File: src/rtl/scan_pkg.sv
package scan_pkg;

    typedef enum logic {
        MODE_SHIFT   = 1'b0,
        MODE_CAPTURE = 1'b1
    } cell_mode_e;

endpackage

File: src/rtl/scan_logic.sv
module scan_logic #(
    parameter int N = 8
) (
    input  logic [N-1:0] state,
    input  logic [N-1:0] func_in,
    output logic [N-1:0] nxt
);
    // next state: rotate left by one, then mix in the functional inputs
    always_comb begin
        nxt = {state[N-2:0], state[N-1]} ^ func_in;
    end
endmodule

File: src/rtl/scan_chain.sv
module scan_chain
    import scan_pkg::*;
#(
    parameter int N = 8
) (
    input  logic       clk,
    input  logic       rst_n,
    input  cell_mode_e mode,
    input  logic       si,
    input  logic [N-1:0] cap_d,
    output logic [N-1:0] q,
    output logic       so
);
    typedef struct packed {
        logic [N-1:0] cells;
    } chain_t;

    chain_t       chain_q;
    chain_t       chain_d;
    logic [N-1:0] ser;
    logic [N-1:0] cell_d;

    // serial neighbour of each cell: cell 0 sees si, cell i sees cell i-1
    assign ser = {chain_q.cells[N-2:0], si};

    for (genvar i = 0; i < N; i++) begin : gen_cell
        assign cell_d[i] = (mode == MODE_CAPTURE) ? cap_d[i] : ser[i];
    end

    always_comb begin
        chain_d       = chain_q;
        chain_d.cells = cell_d;
    end

    always_ff @(posedge clk or negedge rst_n) begin
        if (!rst_n) chain_q <= '0;
        else        chain_q <= chain_d;
    end

    assign q  = chain_q.cells;
    assign so = chain_q.cells[N-1];
endmodule

File: src/rtl/flush_seq.sv
module flush_seq #(
    parameter int N     = 8,
    parameter int CNT_W = 8
) (
    input  logic clk,
    input  logic rst_n,
    input  logic start,
    input  logic so,
    output logic pat,
    output logic busy,
    output logic done,
    output logic fail
);
    localparam logic [CNT_W-1:0] LAT  = CNT_W'(N);
    localparam logic [CNT_W-1:0] LAST = CNT_W'(N + 3);

    typedef struct packed {
        logic             busy;
        logic             done;
        logic             fail;
        logic [CNT_W-1:0] cnt;
    } seq_t;

    seq_t seq_q;
    seq_t seq_d;
    logic exp_bit;

    // flush bit k is bit 1 of k; the bit due now was injected LAT steps ago
    assign exp_bit = ((seq_q.cnt - LAT) & CNT_W'(2)) != '0;

    always_comb begin
        seq_d      = seq_q;
        seq_d.done = 1'b0;
        if (start) begin
            seq_d.busy = 1'b1;
            seq_d.cnt  = '0;
            seq_d.fail = 1'b0;
        end else if (seq_q.busy) begin
            if (seq_q.cnt >= LAT && so != exp_bit) seq_d.fail = 1'b1;
            if (seq_q.cnt == LAST) begin
                seq_d.busy = 1'b0;
                seq_d.done = 1'b1;
                seq_d.cnt  = '0;
            end else begin
                seq_d.cnt = seq_q.cnt + 1'b1;
            end
        end
    end

    always_ff @(posedge clk or negedge rst_n) begin
        if (!rst_n) seq_q <= '0;
        else        seq_q <= seq_d;
    end

    assign pat  = (seq_q.cnt & CNT_W'(2)) != '0;
    assign busy = seq_q.busy;
    assign done = seq_q.done;
    assign fail = seq_q.fail;
endmodule

File: src/rtl/scan_flush_top.sv
module scan_flush_top
    import scan_pkg::*;
#(
    parameter int N        = 8,
    parameter int MAX_VECS = 16
) (
    input  logic         clk,
    input  logic         rst_n,
    input  logic         tc,
    input  logic         scan_in,
    input  logic [N-1:0] func_in,
    input  logic         start,
    output logic         scan_out,
    output logic [N-1:0] state_out,
    output logic         busy,
    output logic         done,
    output logic         fail
);
    // counter covers a full session: (C+2)*N + C + 4 clocks
    localparam int SESSION = (MAX_VECS + 2) * N + MAX_VECS + 4;
    localparam int CNT_W   = $clog2(SESSION + 1) < 2 ? 2 : $clog2(SESSION + 1);

    logic [N-1:0] nxt;
    logic         pat;
    logic         si_sel;

    scan_logic #(.N(N)) u_logic (
        .state   (state_out),
        .func_in (func_in),
        .nxt     (nxt)
    );

    // the flush stream replaces the pin while the sequencer runs
    assign si_sel = busy ? pat : scan_in;

    scan_chain #(.N(N)) u_chain (
        .clk   (clk),
        .rst_n (rst_n),
        .mode  (cell_mode_e'(tc)),
        .si    (si_sel),
        .cap_d (nxt),
        .q     (state_out),
        .so    (scan_out)
    );

    flush_seq #(.N(N), .CNT_W(CNT_W)) u_seq (
        .clk   (clk),
        .rst_n (rst_n),
        .start (start),
        .so    (scan_out),
        .pat   (pat),
        .busy  (busy),
        .done  (done),
        .fail  (fail)
    );
endmodule

File: config.mk
export PLATFORM = sky130hd
export DESIGN_NAME = scan_flush_top
export DESIGN_NICKNAME = d
export VERILOG_FILES = /design/src/rtl/scan_pkg.sv /design/src/rtl/scan_logic.sv /design/src/rtl/scan_chain.sv /design/src/rtl/flush_seq.sv /design/src/rtl/scan_flush_top.sv
export SDC_FILE = /design/constraint.sdc
export NUM_CORES = 1
export LEC_CHECK = 0
export ABC_AREA = 1
export BUFFER_PORTS_ARGS = -buffer_cell sky130_fd_sc_hd__buf_2
export CAP_MARGIN = 0
export CORE_MARGIN = 10
export CORE_UTILIZATION = 50
export CTS_CLUSTER_DIAMETER = 200
export DETAILED_ROUTE_END_ITERATION = 16
export PLACE_DENSITY = 0.76
export SETUP_SLACK_MARGIN = 0.15
export SKIP_CTS_REPAIR_TIMING = 1
export SYNTH_ARGS = -nofsm -noshare
export SYNTH_HDL_FRONTEND = slang
export SYNTH_SLANG_ARGS = --single-unit
File: constraint.sdc
create_clock -name clk -period 1.58 [get_ports clk]
set_input_delay 0.158 -clock clk [delete_from_list [all_inputs] [get_ports clk]]
set_output_delay 0.158 -clock clk [all_outputs]
set_load 0.01 [all_outputs]
==> flow_summary.toml <==
[setup_path]
critPathTopFamily = "flip-flops"
crit_path_max_fanout = 7
cp.required_ns = 1.77
cpMaxStageDelayCell = "dfrtp_1"
worst_setup_path_end_kind = "flip-flop"
cpMostUsedCell = "nand2_1"
slowest_delay_ns = 0.47
reg2reg_depth = 6
r2r_start = "u_seq.pat$_DFFE_PN0P_"
r2r-end = "u_seq.seq_q[6]$_DFFE_PN0P_"
worst_setup_path_start_kind = "flip-flop"
worst-path-buf-inv = 0
worstPathArrival_ns = 1.46
reg2reg_setup_slack_ns = 0.31
crit_end = "u_seq.seq_q[6]$_DFFE_PN0P_"
crit_start = "u_seq.pat$_DFFE_PN0P_"
critPathKind = "reg2reg"
cp.depth = 6
cp_cell_sequence = "ha_1 -> nand2_1 -> o21ai_0 -> nand2_1 -> nand2_1 -> nand2_1"

[logic_synthesis]
syn_inst = 122
synth_seq_cells = 19
synth_warnings = 0
synth_nets = 137
ys_types = 21
synth_area_per_cell_um2 = 8.153
ys_seq_area_frac = 0.4780
synthesis.area_um2 = 994.7

[pwr]
ir_worst_vdd_mv = 0.6576
leakage_uw = 0.0006363
p_per_area_mw_per_mm2 = 1068
p_total_uw = 1254

[cells_and_area]
nFillCells = 192
drive_gt1_frac = 0.2349
num-nets-final = 165
fin_util = 0.6107
synthToLayoutAreaGrowth_pct = 17.99
stdcell_area_mm2 = 0.001174
diodes = 0
instances_no_fill = 176

[detailed_routing]
wl_per_cell_um = 11.38
routed-wl-met3_um = 225
vias = 810
via_per_inst = 4.602
initialDrtViolationCount = 16
routed.top_layer = "met4"
dr_wl_met2_um = 907
m1WireLength_um = 846
ant_nets = 0
dr.pass1.iters = 4
drc = 0
drt_wl_total_mm = 2.002

[sta]
relSlewSlack = 0.6296
setup_viol = 0
min_period_over_period = 0.8027
rsz0062_at_grt = "false"
fmax_ghz = 0.7885
finalMaxSlewViolations = 0
min_period_ns = 1.268
report.final.hold_viol_count = 0
setup_tns_ns = 0
skew_ns = 0.0007114
worst_pin_slew_ns = 0.5536

[clock_network]
ctsLongestPathBuffers = 2
insertion_delay_ns = 0.29
h-tree-depth = 1
numCtsBuffers = 3
cts.sinks = 19
root_buffer = "clkbuf_4"
cts_tree = "built"
clk_pin_slew_ns = 0.09

[place]
placed_area_mm2 = 0.001137
place_hpwl_mm = 1.551
place_inst = 171
io_buffers = 24
place.gp.congestion = 0.8687

[floorplan]
core-area_mm2 = 0.001922
floorplan.rows = 16
die_h_um = 64.60
ioPinCount = 25
die_x_um = 64.60
die_area_mm2 = 0.004173
initial_core_util = 0.5176

[flow_run]
max_cap_viol_count = 0

[min_path]
hp-class = "in2reg"

[global_route]
grtUsageTotal = 0.1032
antenna_found_initial = 0
grt_pass1_wl_mm = 3.567
gr-total-overflow = 0
grt_max_degree = 20
grt_pass1_vias = 824

[run_status]
status = "complete, no violations"
-- metrics by stage --
step	hold WS, ns	worst slack (ns)
global placement	0.1133	0.3857
finish	0.1629	0.3117
floorplan	-0.1376	0.4323
CTS	-0.2107	0.3115
detailed placement	0.1159	0.3306
global route	0.1530	0.2117
-- flip-flops by register name, indices dropped and copies added (netlist names) --
register and flops:
u_chain.q 8, u_seq.seq_q 7, u_seq.busy 1, u_seq.done 1, u_seq.fail 1, u_seq.pat 1
-- cells in the final DEF, fill, tap and decap left out --
master	instances
a22o_1	1
buf_2	24
clkbuf_1	1
clkbuf_4	3
dfrtp_1	19
dlygate4sd3_1	1
ha_1	2
inv_1	16
inv_2	2
nand2_1	40
nand2_2	1
nand2_4	1
nand3_1	4
nand4_1	1
nor2_1	11
nor2_2	1
nor2_4	3
nor3_1	1
o21ai_0	5
o21bai_1	1
o22ai_1	1
xnor2_1	1
xor2_1	9
-- worst min path at each step --
stage,startpoint,endpoint,slack (ns),cells after the start
global placement,rst_n,u_chain.q[6]$_DFF_PN0_,0.11,1
detailed placement,rst_n,u_chain.q[6]$_DFF_PN0_,0.12,1
global route,func_in[0],u_chain.q[0]$_DFF_PN0_,0.15,3
finish,func_in[0],u_chain.q[0]$_DFF_PN0_,0.16,3
floorplan,rst_n,u_chain.q[0]$_DFF_PN0_,-0.14,0
CTS,rst_n,u_chain.q[6]$_DFF_PN0_,-0.21,1
-- kinds of logic (layout without fill, tap and decap cells) --
family | Yosys count | count (layout) | share of synthesized area
buffers and inverters | 20 | 47 | 0.07925
adders and majority gates | 2 | 2 | 0.02515
and+or+nand+nor | 63 | 63 | 0.2818
xor gates and xnor gates | 10 | 10 | 0.08806
AOI/OAI and AO/OA | 8 | 8 | 0.04780
DFF | 19 | 19 | 0.4780
-- report_power, final --
group	leakage (uW)	total (uW)	switching, uW	internal, uW
registers	0.000241	670	84.1	586
logic	0.000380	353	192	161
clock network	0.0000150	231	132	98.2
total	0.000636	1250	408	845
-- Yosys cell counts, drive strengths merged --
master / number / area share
nor2: 15 / 0.082
nand3: 4 / 0.020
o22ai: 1 / 0.0063
nor3: 1 / 0.0050
xor2: 9 / 0.079
dfrtp: 19 / 0.48
o21bai: 1 / 0.0075
buf: 1 / 0.0075
o21ai: 5 / 0.025
a22o: 1 / 0.0088
nand2: 42 / 0.17
inv: 18 / 0.068
ha: 2 / 0.025
xnor2: 1 / 0.0088
clkbuf: 1 / 0.0038
nand4: 1 / 0.0063
-- layout make-up --
class	instances	area, um^2	area share
flip-flops and latches	19	475.5	0.4051
multi-input cells	83	440.4	0.3753
repair buffers	25	130.1	0.1109
inverters	18	67.56	0.05757
well taps	27	33.78	0.02878
clock buffers	4	26.28	0.02239
-- routing by layer --
| metal | GRT usage | vias to the layer above |
|---|---|---|
| met2 | 0.1650 | 22 |
| met1 | 0.1129 | 365 |
| met4 | 0.05080 | 0 |
| li1 | - | 419 |
| met5 | 0 | - |
| met3 | 0.04811 | 4 |
-- worst min-delay path: stages --
cell and delay [ns]:
buf_2 0.09, xnor2_1 0.11, o22ai_1 0.06
(Power assumes the default switching activity.)
